File: src/rtl/sflag_pkg.sv
package sflag_pkg;

    localparam int REG_W  = 64;
    localparam int LOW_W  = 16;
    localparam int MID_W  = 32;
    localparam int SYS_W  = MID_W - LOW_W;
    localparam int FLAG_N = 7;

    // Bits of the low half-word that read as constant one.
    localparam logic [LOW_W-1:0] LOW_ONES = 16'h0002;

    typedef enum logic [1:0] {
        VIEW_W16  = 2'b00,
        VIEW_W32  = 2'b01,
        VIEW_W64  = 2'b10,
        VIEW_W64B = 2'b11
    } view_e;

    // Packed so that bit 0 is carry and bit 6 is overflow.
    typedef struct packed {
        logic ovf;
        logic dir;
        logic sgn;
        logic zro;
        logic hcy;
        logic par;
        logic cry;
    } flags_t;

    typedef struct packed {
        logic              we;
        logic              priv;
        view_e             view;
        logic [MID_W-1:0]  data;
    } sw_req_t;

    typedef struct packed {
        flags_t en;
        flags_t val;
    } alu_upd_t;

    // Position of compact flag idx inside the architectural word.
    function automatic int flag_pos(input int idx);
        case (idx)
            0:       return 0;
            1:       return 2;
            2:       return 4;
            3:       return 6;
            4:       return 7;
            5:       return 10;
            default: return 11;
        endcase
    endfunction

    function automatic flags_t pick_flags(input logic [LOW_W-1:0] w);
        logic [FLAG_N-1:0] v;
        for (int i = 0; i < FLAG_N; i++) begin
            v[i] = w[flag_pos(i)];
        end
        return flags_t'(v);
    endfunction

    function automatic logic [LOW_W-1:0] place_flags(input flags_t f);
        logic [FLAG_N-1:0] v;
        logic [LOW_W-1:0]  w;
        v = f;
        w = LOW_ONES;
        for (int i = 0; i < FLAG_N; i++) begin
            w[flag_pos(i)] = v[i];
        end
        return w;
    endfunction

    function automatic int view_width(input view_e m);
        return (m == VIEW_W16) ? LOW_W : MID_W;
    endfunction

    function automatic logic [REG_W-1:0] view_mask(input view_e m);
        logic [REG_W-1:0] k;
        for (int b = 0; b < REG_W; b++) begin
            k[b] = (b < view_width(m));
        end
        return k;
    endfunction

    function automatic logic sys_writable(input view_e m);
        return m != VIEW_W16;
    endfunction

endpackage

File: src/rtl/sflag_next.sv
module sflag_next
    import sflag_pkg::*;
(
    input  sw_req_t            sw,
    input  alu_upd_t           alu,
    output flags_t             nxt_flags,
    output logic [FLAG_N-1:0]  flag_ld,
    output logic [SYS_W-1:0]   nxt_sys,
    output logic               sys_ld
);

    always_comb begin
        if (sw.we) begin
            nxt_flags = pick_flags(sw.data[LOW_W-1:0]);
            flag_ld   = '1;
        end else begin
            nxt_flags = alu.val;
            flag_ld   = alu.en;
        end
    end

    always_comb begin
        sys_ld  = sw.we && sw.priv && sys_writable(sw.view);
        nxt_sys = sw.data[MID_W-1:LOW_W];
    end

endmodule

File: src/rtl/sflag_store.sv
module sflag_store
    import sflag_pkg::*;
#(
    parameter logic [SYS_W-1:0] SYS_RESET = '0
) (
    input  logic               clk,
    input  logic               rst,
    input  flags_t             nxt_flags,
    input  logic [FLAG_N-1:0]  flag_ld,
    input  logic [SYS_W-1:0]   nxt_sys,
    input  logic               sys_ld,
    output flags_t             flags_q,
    output logic [SYS_W-1:0]   sys_q
);

    logic [FLAG_N-1:0] bits_q;
    logic [FLAG_N-1:0] bits_d;

    assign bits_d = nxt_flags;

    always_ff @(posedge clk) begin
        if (rst) begin
            bits_q <= '0;
        end else begin
            for (int i = 0; i < FLAG_N; i++) begin
                if (flag_ld[i]) begin
                    bits_q[i] <= bits_d[i];
                end
            end
        end
    end

    always_ff @(posedge clk) begin
        if (rst) begin
            sys_q <= SYS_RESET;
        end else if (sys_ld) begin
            sys_q <= nxt_sys;
        end
    end

    assign flags_q = flags_t'(bits_q);

endmodule

File: src/rtl/sflag_view.sv
module sflag_view
    import sflag_pkg::*;
(
    input  flags_t             flags_q,
    input  logic [SYS_W-1:0]   sys_q,
    input  view_e              view,
    output logic [REG_W-1:0]   rd_data,
    output logic [FLAG_N-1:0]  flag_vec
);

    logic [REG_W-1:0] image;

    always_comb begin
        image   = {{(REG_W-MID_W){1'b0}}, sys_q, place_flags(flags_q)};
        rd_data = image & view_mask(view);
    end

    assign flag_vec = flags_q;

endmodule

File: src/rtl/cpu_status_flags.sv
module cpu_status_flags
    import sflag_pkg::*;
#(
    parameter logic [SYS_W-1:0] SYS_RESET = '0
) (
    input  logic               clk,
    input  logic               rst,
    input  logic [1:0]         mode_i,
    input  logic               priv_i,
    input  logic               sw_we_i,
    input  logic [REG_W-1:0]   sw_wdata_i,
    input  logic [FLAG_N-1:0]  alu_en_i,
    input  logic [FLAG_N-1:0]  alu_flags_i,
    output logic [REG_W-1:0]   rd_data_o,
    output logic [FLAG_N-1:0]  flag_vec_o
);

    view_e             view;
    sw_req_t           sw;
    alu_upd_t          alu;
    flags_t            nxt_flags;
    logic [FLAG_N-1:0] flag_ld;
    logic [SYS_W-1:0]  nxt_sys;
    logic              sys_ld;
    flags_t            flags_q;
    logic [SYS_W-1:0]  sys_q;
    logic              unused_reserved;

    // Reserved write data is dropped here.
    assign unused_reserved = ^sw_wdata_i[REG_W-1:MID_W];

    assign view = view_e'(mode_i);

    always_comb begin
        sw.we    = sw_we_i;
        sw.priv  = priv_i;
        sw.view  = view;
        sw.data  = sw_wdata_i[MID_W-1:0];
        alu.en   = flags_t'(alu_en_i);
        alu.val  = flags_t'(alu_flags_i);
    end

    sflag_next i_next (
        .sw        (sw),
        .alu       (alu),
        .nxt_flags (nxt_flags),
        .flag_ld   (flag_ld),
        .nxt_sys   (nxt_sys),
        .sys_ld    (sys_ld)
    );

    sflag_store #(
        .SYS_RESET (SYS_RESET)
    ) i_store (
        .clk       (clk),
        .rst       (rst),
        .nxt_flags (nxt_flags),
        .flag_ld   (flag_ld),
        .nxt_sys   (nxt_sys),
        .sys_ld    (sys_ld),
        .flags_q   (flags_q),
        .sys_q     (sys_q)
    );

    sflag_view i_view (
        .flags_q  (flags_q),
        .sys_q    (sys_q),
        .view     (view),
        .rd_data  (rd_data_o),
        .flag_vec (flag_vec_o)
    );

endmodule

File: config.mk
export PLATFORM = sky130hd
export DESIGN_NAME = cpu_status_flags
export DESIGN_NICKNAME = d
export VERILOG_FILES = /design/src/rtl/sflag_pkg.sv /design/src/rtl/sflag_next.sv /design/src/rtl/sflag_store.sv /design/src/rtl/sflag_view.sv /design/src/rtl/cpu_status_flags.sv
export SDC_FILE = /design/constraint.sdc
export NUM_CORES = 1
export LEC_CHECK = 0
export ABC_AREA = 0
export BUFFER_PORTS_ARGS = -buffer_cell sky130_fd_sc_hd__buf_2
export CELL_PAD_IN_SITES_DETAIL_PLACEMENT = 0
export CELL_PAD_IN_SITES_GLOBAL_PLACEMENT = 1
export CORE_AREA = 2 2 89 91
export CTS_BUF_LIST = sky130_fd_sc_hd__clkbuf_16
export DETAILED_ROUTE_END_ITERATION = 8
export DIE_AREA = 0 0 91 93
export PLACE_DENSITY_LB_ADDON = 0.1
export SLEW_MARGIN = 20
export SYNTH_ARGS = -nofsm -noshare
export SYNTH_HDL_FRONTEND = slang
export SYNTH_SLANG_ARGS = --single-unit
export TNS_END_PERCENT = 1
File: constraint.sdc
create_clock -name clk -period 1.1 [get_ports clk]
set_input_delay 0.22 -clock clk [delete_from_list [all_inputs] [get_ports clk]]
set_output_delay 0.22 -clock clk [all_outputs]
set_load 0.02 [all_outputs]
# [Yosys cells after proc, flatten, opt, wreduce, memory -nomap -nowiden]
# Index checks and enable logic that the tools add are counted.
[totals] in_bits=84 regBits=23 output_inout_bits=71
[classes] mux=31 bitwise=1 n_reduce_logical=4 magnitude_cmp=71
[ops] cell="less-than comparator 7 x 32 -> 1 bit (first input constant)" count=23
[ops] cell="less-than comparator 6 x 32 -> 1 bit (first input constant)" count=16
[ops] cell="less-than comparator 5 x 32 -> 1 bit (first input constant)" count=8
[ops] cell="less-than comparator 32 x 6 -> 1 bit (second input constant)" count=7
[ops] cell="2-to-1 mux 32 bit" count=7
[ops] cell="less-than comparator 4 x 32 -> 1 bit (first input constant)" count=4
[ops] cell="bitwise AND 32 x 64 -> 64 bit" count=1
[ops] cell="less-than comparator 3 x 32 -> 1 bit (first input constant)" count=2
[ops] cell="less-than comparator 6 bit (first input constant)" count=9
[ops] cell="less-than comparator 1 x 32 -> 1 bit (first input constant)" count=1
[ops] cell="less-than comparator 2 x 32 -> 1 bit (first input constant)" count=1
[ops] cell="binary-select mux 1 bit (select 4 bit)" count=7
[ops] cell="2-to-1 mux 1 bit" count=14
[ops] cell="2-to-1 mux 7 bit" count=2
[ops] cell="2-to-1 mux 6 bit" count=1
[ops] cell="logical AND 1 bit" count=2
[ops] cell="logical NOT 2 bit" count=1
[ops] cell="nonzero test 2 bit" count=1

# [Depth between registers and ports, before layout]
[logic_depth] ltp_word=5 depth_mapped=4

# [Modules after synthesis]
# From an unflattened synthesis, not the netlist that was laid out.
[unflattened] hier_cells=183 hier_area_um2=1672.9
[by_module_without_submodules] module="sflag_store" instances=1 seq_area_each_um2=460.4 cells_each=73 area_per_inst_um2=817.0
[by_module_without_submodules] module="sflag_view" instances=1 seq_area_each_um2=0.0 cells_each=77 area_per_inst_um2=573.0
[by_module_without_submodules] module="sflag_next" instances=1 seq_area_each_um2=0.0 cells_each=33 area_per_inst_um2=282.8

# [Worst setup path before layout]
# Ideal clock, no wire load.
[synth_path] path_type="input-to-output" from="input port mode_i[1]" to="output port rd_data_o[22]" arrival_ps=951 path_stages=3 slack_ps=-71 t_required_ps=880 cell_sequence="nor2_1 > clkbuf_1 > and2b_1"
[synth_between] elab_chain_cells=4
[synth_lines] element="start, declared" line_no="cpu_status_flags.sv:8" source="input logic [1:0] mode_i,"
[synth_lines] element="logical NOT 2 bit" line_no="sflag_pkg.sv:75" source="return (m == VIEW_W16) ? LOW_W : MID_W;"
[synth_lines] element="2-to-1 mux 6 bit" line_no="sflag_pkg.sv:75"
[synth_lines] element="less-than comparator 6 x 32 -> 1 bit" line_no="sflag_pkg.sv:81" source="k[b] = (b < view_width(m));"
[synth_lines] element="bitwise AND 32 x 64 -> 64 bit" line_no="sflag_view.sv:15" source="rd_data = image & view_mask(view);"
[synth_lines] element="end, declared" line_no="cpu_status_flags.sv:14" source="output logic [REG_W-1:0] rd_data_o,"
# Every way passes these cells.

# [Worst setup path after layout]
[layout_path] from="input port mode_i[1]" to="output port rd_data_o[24]"
# Same word-level chain as after synthesis.

==> results.json <==
{
  "synth_compound_area_share_pct": 4.07,
  "insertion_delay_ps": 260,
  "cp.arrival_ps": 950,
  "rows": 32,
  "dieWidth_um": 91,
  "clkSlewWorstSetupHoldPaths_ps": 60,
  "grt_usage_pct": 7.71,
  "ys_seq_elements": 23,
  "clock_skew_ps": 0,
  "diodes": 0,
  "setup_viol": 15,
  "sw_frac_of_total_pct": 30.1,
  "drive_above_1_share_pct": 36.0,
  "worst-setup-path-type": "input port to primary output",
  "path_common_cell": "buf_6",
  "area_growth_syn_to_layout_pct": 29.0,
  "grt_pass1_vias": 1011,
  "synth-xor-area-share_pct": 0,
  "slew_violations": 0,
  "yosys_warnings": 0,
  "cp-start-kind": "input port",
  "gp_congestion": 0.621,
  "initial_utilization_pct": 20.4,
  "via_per_inst": 3.41,
  "grt_pass1_wl_mm": 5.10,
  "dieArea_um2": 8460,
  "slowest_stage": "and2b_1",
  "seq_area_frac_synth_pct": 29.9,
  "vias": 1153,
  "grt_max_degree": 40,
  "cpPeakStageDelay_ps": 190,
  "dp_hpwl_mm": 2.45,
  "violations": "negative setup slack",
  "synth-simple-area-share_pct": 23.6,
  "io_pins": 155,
  "maxCapViolCount": 0,
  "cts_max_level": 1,
  "status": "finished, violations left",
  "core-area_um2": 7530,
  "io_buffers": 72,
  "ir_drop_mv": 0.540,
  "sequentialPowerShare_pct": 39.7,
  "wl_per_cell_um": 10.2,
  "synth_top_family_by_area": "buffers and inverters",
  "die_y_um": 93,
  "layout_commonest_cell": "buf_2",
  "p_sw_uw": 686,
  "cts_tree": "yes",
  "relSlewSlack_pct": 61.8,
  "wl_mm": 3.45,
  "synth_largest_area_cell": "dfxtp_1",
  "hp-class": "input port to register",
  "p_clk_share_pct": 35.5,
  "layout_min_cycle_time_ps": 1170,
  "grt_antenna_before_repair": 0,
  "end_kind": "primary output",
  "drtIter0Drc": 15,
  "clock_sinks": 23,
  "fin_setup_tns_ps": -781,
  "p_leak_uw": 0.00102,
  "hold_viol": 0,
  "worstMarginPinSlew_ps": 574,
  "critPathMaxFanout": 5,
  "synthAdderAreaFrac_pct": 0,
  "synthCells": 168,
  "intPower_uw": 1590,
  "synth_top_cell_area_share_pct": 29.9,
  "clock_path_buffers": 2,
  "fin_nets": 321,
  "utilization_pct": 26.4,
  "synth_area_leaders": "dfxtp_1, buf_4, mux2i_1",
  "p_comb_share_pct": 24.8,
  "overflow": 0,
  "synth.distinct_cells": 15,
  "rsz0062_at_grt": "true",
  "timing.critical_path.required_ps": 880,
  "netlist_area_um2": 1540,
  "worst_slack_ps": -74.9,
  "post-route-period-util_pct": 107,
  "drcViolationCount": 0,
  "crit_chain": "buf_8 -> nor2_4 -> buf_6 -> and2b_1 -> buf_6",
  "fmax_ghz": 0.851,
  "antenna_left": 0,
  "first_pass_iters": 2,
  "syn_avg_cell_area_um2": 9.16,
  "hold_buffers": 0,
  "cts_buffers": 3,
  "root_buffer": "clkbuf_16",
  "powerDensity_nw_per_um2": 1150,
  "synth_mux_area_share_pct": 15.0,
  "final_cell_mix": "buf_2, conb_1, nand2b_1"
}
==> worst max-delay path, delay by kind of cell <==
kind / cells / cell delay, ps
buffers and inverters: 3 / 380
and+or+nand+nor: 2 / 350
==> path summary, 6_finish.rpt <==
kind              slack [ps]  cells after the start                from                  to
setup / recovery         -70                      5           mode_i[1]       rd_data_o[24]
setup reg to reg         380                      2  i_store.flags_q[6]  i_store.flags_q[6]
hold / removal           210                      3      sw_wdata_i[18]    i_store.sys_q[2]
hold reg to reg          470                      2    i_store.sys_q[7]    i_store.sys_q[7]
==> cells in the mapped netlist <==
cell type,count
buf_2,1
nor2b_1,11
dfxtp_1,23
o211a_1,1
conb_1,2
a211oi_1,7
buf_4,48
clkbuf_1,4
buf_12,1
mux2i_1,23
and2b_1,12
inv_1,1
buf_6,1
nor2_1,1
nand2b_1,32
==> layer usage <==
metal	vias up	wire [µm]	global-route usage [%]
met1	503	1540	9.67
met5	-	0	0
met2	67	1570	12.7
met3	2	319	2.50
li1	581	-	-
met4	0	25	2.27
==> layout make-up <==
type                            instances  area, µm²
Multi-Input combinational cell        128        817
Inverter                                1       3.75
Sequential cell                        23        462
Tap cell                              102        128
Clock buffer                            3       75.1
Timing Repair Buffer                   80        497
Fill cell                             854       5540
Clock inverter                          1       3.75
==> through the flow <==
step / instances / worst slack (ps) / power, µW / cell area, µm² / hold WS, ps
floorplan: 207 / 62.0 / 1420 / 1690 / 375
global placement: 332 / -114 / 1460 / 1820 / 460
detailed placement: 332 / -108 / 1460 / 1820 / 461
CTS: 338 / -86.6 / 2340 / 1980 / 207
global route: 338 / -113 / 2410 / 1990 / 212
finish: 338 / -74.9 / 2280 / 1990 / 210
==> state kept, by name, indices dropped and copies added (netlist names) <==
register / count
i_store.flags_q: 7
i_store.sys_q: 16
==> power by group through the flow <==
stage          Clock (µW)  Combinational, µW  Sequential (µW)
2_1_floorplan           0                478              944
3_3_place_gp            0                540              923
3_5_place_dp            0                537              923
4_1_cts               865                568              904
5_1_grt               889                609              909
6_report              810                564              904
==> kinds of logic after synthesis <==
group                  after synthesis
AND/OR/NAND/NOR                     56
buffers and inverters               56
multiplexers                        23
flip-flops                          23
AO/OA/AOI/OAI                        8
other                                2
==> timing repair <==
action,CTS,global route
hold endpoints to repair,0,0
buffers inserted,1,0
gates cloned,1,0
endpoints found under the setup margin,16,16
gates resized for setup,18,3
pin swaps,1,1
(Power assumes the default switching activity.)
